--- config.mk ---
export PLATFORM = sky130hd
export DESIGN_NAME = regset_xfer_seq
export DESIGN_NICKNAME = d
export VERILOG_FILES = /design/src/rtl/regset_xfer_pkg.sv /design/src/rtl/regset_pick.sv /design/src/rtl/regset_addr.sv /design/src/rtl/regset_fmt.sv /design/src/rtl/regset_xfer_seq.sv
export SDC_FILE = /design/constraint.sdc
export NUM_CORES = 1
export LEC_CHECK = 0
export ABC_AREA = 1
export BUFFER_PORTS_ARGS = -buffer_cell sky130_fd_sc_hd__buf_2
export CORE_MARGIN = 4
export CORE_UTILIZATION = 43
export DETAILED_ROUTE_END_ITERATION = 10
export PLACE_DENSITY = 0.83
export SYNTH_ARGS = -nofsm -noshare
export SYNTH_HDL_FRONTEND = slang
export SYNTH_SLANG_ARGS = --single-unit
--- constraint.sdc ---
create_clock -name clk -period 3.1 [get_ports clk]
set_clock_uncertainty 0.2 [all_clocks]
set_input_delay 0.31 -clock clk [delete_from_list [all_inputs] [get_ports clk]]
set_output_delay 0.31 -clock clk [all_outputs]
set_load 0.005 [all_outputs]
--- src/rtl/regset_xfer_pkg.sv ---
package regset_xfer_pkg;
  typedef enum logic [1:0] {
    XS_IDLE = 2'd0,
    XS_RUN  = 2'd1,
    XS_FIN  = 2'd2
  } xfer_state_e;
endpackage

--- src/rtl/regset_pick.sv ---
// Picks the next pending register: lowest index ascending, highest when descending.
module regset_pick #(
  parameter int N  = 16,
  parameter int IW = 4
) (
  input  logic [N-1:0]  pend_i,
  input  logic          descend_i,
  output logic [IW-1:0] idx_o,
  output logic [N-1:0]  sel_o
);
  always_comb begin
    idx_o = '0;
    if (descend_i) begin
      for (int i = 0; i < N; i++)
        if (pend_i[i]) idx_o = IW'(i);
    end else begin
      for (int i = N - 1; i >= 0; i--)
        if (pend_i[i]) idx_o = IW'(i);
    end
    sel_o = '0;
    if (|pend_i) sel_o[idx_o] = 1'b1;
  end
endmodule

--- src/rtl/regset_addr.sv ---
// Address pointer: post-step upward, or pre-step downward in predecrement mode.
module regset_addr #(
  parameter int AW = 32
) (
  input  logic          clk,
  input  logic          rst_n,
  input  logic          load_i,
  input  logic [AW-1:0] base_i,
  input  logic          step_i,
  input  logic          long_i,
  input  logic          pre_i,
  output logic [AW-1:0] ptr_o,
  output logic [AW-1:0] acc_o
);
  function automatic logic [AW-1:0] stride_of(input logic lng);
    return lng ? AW'(4) : AW'(2);
  endfunction

  logic [AW-1:0] ptr_q;

  assign acc_o = pre_i ? (ptr_q - stride_of(long_i)) : ptr_q;
  assign ptr_o = ptr_q;

  always_ff @(posedge clk or negedge rst_n) begin
    if (!rst_n)      ptr_q <= '0;
    else if (load_i) ptr_q <= base_i;
    else if (step_i) ptr_q <= pre_i ? (ptr_q - stride_of(long_i)) : (ptr_q + stride_of(long_i));
  end

  // after a predecrement step the pointer lands on the address just used
  a_r8_pre_lands: assert property (@(posedge clk) disable iff (!rst_n)
    (step_i && pre_i && !load_i) |=> (ptr_q == $past(acc_o)));
  // an ascending step moves the pointer past the address just used
  a_r3_post_moves: assert property (@(posedge clk) disable iff (!rst_n)
    (step_i && !pre_i && !load_i) |=> (ptr_q != $past(acc_o)));
endmodule

--- src/rtl/regset_fmt.sv ---
// Element formatting between register width and transfer size.
module regset_fmt #(
  parameter int DW = 32
) (
  input  logic          long_i,
  input  logic [DW-1:0] rf_rdata_i,
  input  logic [DW-1:0] mem_rdata_i,
  output logic [DW-1:0] wdata_o,
  output logic [DW-1:0] rf_wdata_o
);
  localparam int HW = DW / 2;

  function automatic logic [DW-1:0] store_fmt(input logic lng, input logic [DW-1:0] v);
    return lng ? v : {{(DW-HW){1'b0}}, v[HW-1:0]};
  endfunction

  function automatic logic [DW-1:0] load_fmt(input logic lng, input logic [DW-1:0] v);
    return lng ? v : {{(DW-HW){v[HW-1]}}, v[HW-1:0]};
  endfunction

  assign wdata_o    = store_fmt(long_i, rf_rdata_i);
  assign rf_wdata_o = load_fmt(long_i, mem_rdata_i);
endmodule

--- src/rtl/regset_xfer_seq.sv ---
module regset_xfer_seq
  import regset_xfer_pkg::*;
#(
  parameter int HALF_REGS = 8,
  parameter int DW        = 32,
  parameter int AW        = 32,
  localparam int NREG     = 2 * HALF_REGS,
  localparam int IW       = $clog2(NREG)
) (
  input  logic            clk,
  input  logic            rst_n,
  input  logic            start_i,
  input  logic [NREG-1:0] mask_i,
  input  logic            load_i,
  input  logic            long_i,
  input  logic            pre_i,
  input  logic [AW-1:0]   base_addr_i,
  output logic            mem_valid_o,
  input  logic            mem_ready_i,
  output logic [AW-1:0]   mem_addr_o,
  output logic            mem_we_o,
  output logic [DW-1:0]   mem_wdata_o,
  input  logic [DW-1:0]   mem_rdata_i,
  output logic [IW-1:0]   rf_raddr_o,
  input  logic [DW-1:0]   rf_rdata_i,
  output logic            rf_we_o,
  output logic [IW-1:0]   rf_waddr_o,
  output logic [DW-1:0]   rf_wdata_o,
  output logic            busy_o,
  output logic            done_o,
  output logic [AW-1:0]   end_addr_o
);
  xfer_state_e     state_q;
  logic [NREG-1:0] pend_q;
  logic            ld_q, lg_q, pre_q;

  // named internal events
  logic            accept;    // start taken
  logic            fire;      // one handshake
  logic            last_fire; // handshake retiring the final register
  logic [IW-1:0]   cur_idx;
  logic [NREG-1:0] cur_sel;
  logic [NREG-1:0] pend_next;

  assign accept    = (state_q == XS_IDLE) && start_i;
  assign fire      = mem_valid_o && mem_ready_i;
  assign pend_next = pend_q & ~cur_sel;
  assign last_fire = fire && (pend_next == '0);

  regset_pick #(.N(NREG), .IW(IW)) u_pick (
    .pend_i   (pend_q),
    .descend_i(pre_q),
    .idx_o    (cur_idx),
    .sel_o    (cur_sel)
  );

  regset_addr #(.AW(AW)) u_addr (
    .clk   (clk),
    .rst_n (rst_n),
    .load_i(accept),
    .base_i(base_addr_i),
    .step_i(fire),
    .long_i(lg_q),
    .pre_i (pre_q),
    .ptr_o (end_addr_o),
    .acc_o (mem_addr_o)
  );

  regset_fmt #(.DW(DW)) u_fmt (
    .long_i     (lg_q),
    .rf_rdata_i (rf_rdata_i),
    .mem_rdata_i(mem_rdata_i),
    .wdata_o    (mem_wdata_o),
    .rf_wdata_o (rf_wdata_o)
  );

  always_ff @(posedge clk or negedge rst_n) begin
    if (!rst_n) begin
      state_q <= XS_IDLE;
      pend_q  <= '0;
      ld_q    <= 1'b0;
      lg_q    <= 1'b0;
      pre_q   <= 1'b0;
    end else begin
      unique case (state_q)
        XS_IDLE: if (start_i) begin
          pend_q  <= mask_i;
          ld_q    <= load_i;
          lg_q    <= long_i;
          pre_q   <= pre_i;
          state_q <= (mask_i == '0) ? XS_FIN : XS_RUN;
        end
        XS_RUN: if (fire) begin
          pend_q <= pend_next;
          if (last_fire) state_q <= XS_FIN;
        end
        XS_FIN:  state_q <= XS_IDLE;
        default: state_q <= XS_IDLE;
      endcase
    end
  end

  assign mem_valid_o = (state_q == XS_RUN);
  assign mem_we_o    = mem_valid_o && !ld_q;
  assign rf_raddr_o  = cur_idx;
  assign rf_waddr_o  = cur_idx;
  assign rf_we_o     = fire && ld_q;
  assign busy_o      = (state_q != XS_IDLE);
  assign done_o      = (state_q == XS_FIN);

  // at most one register chosen at a time
  a_r1_single_pick: assert property (@(posedge clk) disable iff (!rst_n)
    $onehot0(cur_sel));
  // a stalled request keeps its address and register
  a_r7_stall_hold: assert property (@(posedge clk) disable iff (!rst_n)
    (mem_valid_o && !mem_ready_i) |=> (mem_valid_o && $stable(mem_addr_o) && $stable(rf_raddr_o)));
  // each handshake retires exactly one pending register
  a_r7_one_per_fire: assert property (@(posedge clk) disable iff (!rst_n)
    fire |=> ($countones(pend_q) == $countones($past(pend_q)) - 1));
  // pending set only changes on a handshake, so a busy start is ignored
  a_r10_busy_start: assert property (@(posedge clk) disable iff (!rst_n)
    (state_q == XS_RUN && !fire) |=> $stable(pend_q));
  // done lasts one cycle
  a_r10_done_pulse: assert property (@(posedge clk) disable iff (!rst_n)
    done_o |=> !done_o);
  // register writes only on a load handshake
  a_r5_rf_write: assert property (@(posedge clk) disable iff (!rst_n)
    rf_we_o |-> (mem_valid_o && mem_ready_i && !mem_we_o));
  // empty mask finishes at once without a request
  a_r6_empty: assert property (@(posedge clk) disable iff (!rst_n)
    (accept && mask_i == '0) |=> (done_o && !mem_valid_o));
endmodule

; After elaboration in Yosys (flattened, before gate mapping)
; Index checks and enable logic that the tools add are counted.
[op_classes]
add_sub_neg = 2
magnitude_cmp = 2
eq_ne = 5
mux = 50
bitwise_logic = 2
reduce_logical = 17
[op_table]
columns = operator, count
row1 = $mux 32, 6
row2 = $mux 4, 25
row3 = $mux 16, 3
row4 = $add 32x32->32, 1
row5 = $logic_not 16->1, 2
row6 = $pmux 16 s2, 1
row7 = $sub 32x3->32, 1
row8 = $and 16x16->16, 1
row9 = $not 16->16, 1
row10 = $reduce_or 16->1, 1
row11 = $mux 3, 5
row12 = $mux 2, 6
row13 = $logic_and 1x1->1, 6
row14 = $reduce_and 3->1, 2
row15 = $reduce_bool 2->1, 3
row16 = $lt 4x5->1 const B, 1
row17 = $demux 1 s4, 1
row18 = $ge 4x1->1 const B, 1
row19 = $ne 2x1->1 const B, 2
row20 = $pmux 2 s2, 1
row21 = $eq 2x1->1 const B, 1
row22 = $eq 2x2->1 const B, 1
row23 = $logic_not 2->1, 1
row24 = $mux 1, 2
row25 = 3 further kinds, 3
[totals]
register_bits = 53
out_inout_bits = 141
wordCells = 84

; Longest topological paths before layout
[depth]
ltp_word = 29
ltp_mapped = 27
mapped_depth_nobuf = 27

; Hierarchy
; A second synthesis with hierarchy kept.
[hier_totals]
cells_unflattened = 1102
hier_area_um2 = 6185.9
[by_module_without_submodules]
columns = module, n_inst, cells_each, area_each_um2
row1 = regset_addr, 1, 703, 3807.4
row2 = regset_xfer_seq, 1, 185, 1390.1
row3 = regset_fmt, 1, 103, 540.5
row4 = regset_pick, 1, 111, 447.9

; Worst setup path after synthesis
; Ideal clock, no wire load.
[synth_path]
kind = flip-flop to flip-flop
start = register lg_q
end = register u_addr.ptr_q[29], in the netlist u_addr.ptr_o[29]
t_arrival_ns = 2.752
setup_slack_ns = 0.013
path_stages_with_launch = 21
synth_period_minus_slack_ns = 3.087
cell_sequence = dfrtp_1 -> clkbuf_1 -> inv_1 -> ha_1 -> inv_1 -> fa_1 -> inv_1 -> nand3_2 -> nor3_4 -> nand2_2 -> nor3_4 -> nand4_2 -> nor2_2 -> nand4_1 -> nand3b_4 -> nor2_4 -> nand2_1 -> nand2_1 -> o21ai_1 -> nand2_1 -> o211ai_1
[synth_via]
elab_chain_len = 5
elab_cells_between_ends = 6
cone_classes = 2 x add/sub / 4 x mux
[synth_lines]
columns = item, line
row1 = from (decl), regset_xfer_seq.sv:35  ; logic ld_q, lg_q, pre_q;
row2 = from (signal assigned), regset_xfer_seq.sv:89  ; lg_q <= long_i;
row3 = $mux 3 *, regset_addr.sv:16  ; return lng ? AW'(4) : AW'(2);
row4 = $add 32x32->32 / $sub 32x3->32 (equally long branches), regset_addr.sv:27  ; else if (step_i) ptr_q <= pre_i ? (ptr_q - stride_of(long_i)) : (ptr_q + stride_of(long_i));
row5 = $mux 32 * (2 in a row), regset_addr.sv:27
row6 = $mux 32 *, regset_addr.sv:26  ; else if (load_i) ptr_q <= base_i;
row7 = to (signal assigned), regset_addr.sv:26
row8 = to (signal assigned), regset_addr.sv:27
row9 = to (decl), regset_addr.sv:19  ; logic [AW-1:0] ptr_q;
; Mark *: on every way between the ends. The rest lies on a longest branch, timed or not. The select of a mux whose other input is x is not followed.
; A chain may end at the register's enable or synchronous reset.

; Worst setup path in the final report
[layout_path]
start = register lg_q
end = output mem_addr_o[31]
[layout_via]
elab_chain_len = 3
[layout_lines]
columns = item, line
row1 = $mux 3, regset_addr.sv:16
row2 = $sub 32x3->32, regset_addr.sv:21  ; assign acc_o = pre_i ? (ptr_q - stride_of(long_i)) : ptr_q;
row3 = $mux 32, regset_addr.sv:21
row4 = to (decl), regset_xfer_seq.sv:20  ; output logic [AW-1:0] mem_addr_o,
; Every way passes these cells.

==> results.md <==
* Nets at 1146
* Combinational Power Share at 68.2%
* H-tree depth at 2
* RSZ-0062 raised after global routing: yes
* Total grt overflow at 0
* Initial antenna violation count at 0
* Final hold slack at 0.0263 ns
* Routed len/inst at 16.2 um
* Mapped Nets at 967
* Core Region at 11600 um^2
* Setup ws final at -0.133 ns
* Clock share of power at 9.6%
* Cell area after layout at 6680 um^2
* FF+latch count, synth at 53
* Die height at 118 um
* Routed via count at 6417
* Slew @ Worst Pin at 1.24 ns
* Crit path DAT at 2.72 ns
* P_sw at 3800 uW
* Routability cong. at 0.955
* Synth Warn # at 0
* Worst Hold Path EP: lg_q$_DFFE_PN0P_
* Worst Path Required at 2.59 ns
* Register area share after synthesis at 25.6%
* Cell Rows at 39
* Hold Crit Start: long_i
* Int Power at 3260 uW
* Slew HR at 17.3%
* Sw Ratio at 53.8%
* Synthesis-to-layout area growth at 28.8%
* Die area at 13900 um^2
* # diodes at 0
* CTS tree: done
* Tcrit/Tclk final at 104%
* Critical path buffer and inverter count at 4
* Crit path max-delay family: simple AND/OR/NAND/NOR gates
* Io pins at 260
* Post-DP HPWL at 14000 um
* Setup violations, final at 9
* Routing usage on met1 at 32.8%
* Pre-antenna DRT Iters at 5
* Layout cell share with drive strength beyond 1 at 30.9%
* P per Cell Area at 1060 nW/um^2
* Type of origin of the critical path: register
* Met3 Use GR at 5.05%
* Post-layout util at 57.5%
* Worst R2R End: u_addr.ptr_o[15]$_DFFE_PN0P_
* Critical R2R Launch: lg_q$_DFFE_PN0P_
* Gr usage total at 25.6%
* Mapped Area at 5190 um^2
* Fmax at 309 MHz
* Cells after synthesis at 842
* Maximum VDD drop at 565 uV
* Port bufs at 197
* Leading cell type in the layout, fill and taps excluded: buf_2
* Grt met2 use at 41.4%
* Clk sinks at 53
* R2R Setup Slk at -0.03 ns
* Iteration-0 DRC count of the detailed router at 554
* Run status: complete, but fails checks
* Vias/cell at 5.51
* Busiest grt layer: met2
* Worst-skew pair later-pin latency at 0.30 ns
* First-pass GRT wire length at 29500 um
* DRT antenna net count at 0
* Hold Path Stages at 3
* Max Cap Viol at 0
* Reg clk slew, reported paths at 0.07 ns
* Leak pwr at 0.00359 uW
* CTS Buf Count at 5
* Final hold viol count at 0
* Violated checks: setup timing
* CP Capture Type: output pin
* Netlist cell types at 44
* Vias in the first global route at 6064
* Maximum clock insertion buffer count at 2
* Crit path largest cell delay at 0.41 ns
* Largest net degree at the start of global routing at 54
* Worst setup path class: reg -> out
* CP cell instances: inv_2 > buf_6 > ha_4 > fa_2 > inv_2 > nor2_4 > nand2_2 > nor3_4 > nand2_2 > nor4_4 > nand3_4 > nor3_4 > xor2_1 > buf_2
* Crit Path Max Fanout at 4
* Die Width at 118 um
* Post-Route WL at 18900 um
* CP max-delay cell: dfrtp_1
* Max-slew violation count at 0
* Synth Area per Inst at 6.16 um^2
* Clock root buffer: clkbuf_16
* Commonest non-fill, non-tap cells in the layout: buf_2, nand2_1, inv_1
* Worst Hold Class: in -> reg
* DP Area at 6080 um^2
* Register-to-Register Path Depth at 18
* Final min period at 3.23 ns
* DR DRC count at 0
* Starting Density at 44.7%
* Sequential fraction of design power at 22.2%
-- power by group through the flow --
stage / registers [uW] / clock network, uW / logic [uW]
3_5_place_dp: 1530 / 0 / 4420
3_3_place_gp: 1520 / 0 / 4360
5_1_grt: 1630 / 710 / 5380
6_report: 1560 / 680 / 4820
2_1_floorplan: 1380 / 0 / 3010
4_1_cts: 1520 / 682 / 4620
-- worst reg2reg max path, cell delays in order, from the launching register on --
cell and delay, ns:
dfrtp_1 0.41, inv_2 0.11, ha_1 0.16, inv_2 0.05, fa_2 0.37, inv_2 0.09, nand3_4 0.08, nor3_4 0.20
buf_4 0.13, buf_4 0.09, buf_4 0.09, buf_4 0.10, buf_4 0.09, buf_4 0.11, nand3_2 0.08, nand2_1 0.10
nand3_1 0.09, a21oi_1 0.36, a221o_1 0.16
-- layout make-up --
| type | count | area [um^2] |
|---|---|---|
| clock buffer | 6 | 139 |
| clock inverter | 2 | 37.5 |
| fill | 1092 | 4930 |
| inverter | 116 | 435 |
| multi-input combinational | 598 | 3180 |
| sequential | 53 | 1330 |
| tap | 143 | 179 |
| timing repair buffer | 247 | 1380 |
-- how the worst max path moves through the flow --
stage,slack (ns),startpoint,depth (start not counted),to
after global placement,0.05,lg_q$_DFFE_PN0P_,19,u_addr.ptr_o[29]$_DFFE_PN0P_
final,-0.13,lg_q$_DFFE_PN0P_,14,mem_addr_o[31]
after floorplan,0.01,lg_q$_DFFE_PN0P_,20,u_addr.ptr_o[29]$_DFFE_PN0P_
after global routing,-0.26,lg_q$_DFFE_PN0P_,18,u_addr.ptr_o[31]$_DFFE_PN0P_
after detailed placement,-0.02,lg_q$_DFFE_PN0P_,19,u_addr.ptr_o[29]$_DFFE_PN0P_
after CTS,-0.04,lg_q$_DFFE_PN0P_,18,mem_addr_o[26]
-- routing by layer --
layer	wire [um]	vias up
met5	0	-
met4	850	0
met3	1690	69
met2	8620	380
met1	7710	2870
li1	-	3098
-- registers in the layout (all words and copies together) (netlist names) --
signal        flops
state_q           2
pre_q             1
pend_q           16
lg_q              1
u_addr.ptr_o     32
ld_q              1
-- kinds of logic (layout without fill, tap and decap cells) --
| family | count (synthesis) | in the layout | share of synthesized area, % |
|---|---|---|---|
| simple gates | 385 | 385 | 33.2 |
| compound gates | 194 | 194 | 20.7 |
| buf+inv | 191 | 371 | 16.6 |
| flops | 53 | 53 | 25.6 |
| xor+xnor | 13 | 13 | 2.19 |
| fa+ha+maj | 6 | 6 | 1.74 |
-- per-stage QoR --
stage	total power (uW)	setup slack [ns]	instances	setup TNS (ns)
final	7060	-0.133	1165	-0.398
after global routing	7720	-0.260	1165	-3.12
after CTS	6820	-0.0387	1153	-0.0534
after detailed placement	5950	-0.0220	1127	-0.0317
after global placement	5880	0.0481	1127	0
after floorplan	4390	0.0135	842	0
-- cells in the mapped netlist (all sizes together) --
cell	instances	share of area, %
dfrtp	53	26
nand3b	2	0.53
xor2	12	2.0
nand2	200	15
fa	2	0.77
o211ai	17	2.5
nand3	38	4.0
ha	4	0.96
xnor2	1	0.17
a21o	1	0.14
o21a	3	0.43
or2	3	0.36
nor4	10	1.5
o31ai	3	0.43
o21ai	109	11
buf	44	6.0
nor2	90	6.8
nor3	21	2.6
o22ai	19	2.3
clkbuf	31	2.2
a221o	1	0.19
a31oi	1	0.12
and3b	1	0.17
nand4	20	2.5
a21oi	36	3.5
o311ai	2	0.34
o221ai	2	0.34
inv	116	8.4
-- what timing repair did --
item	CTS	global route
pin swaps	7	17
gates cloned	0	0
endpoints found under the setup margin	16	26
hold endpoints to repair	53	0
hold buffers	1	0
buffers inserted	17	12
resized for setup	27	43
No activity file was read; power rests on OpenSTA's default activity.
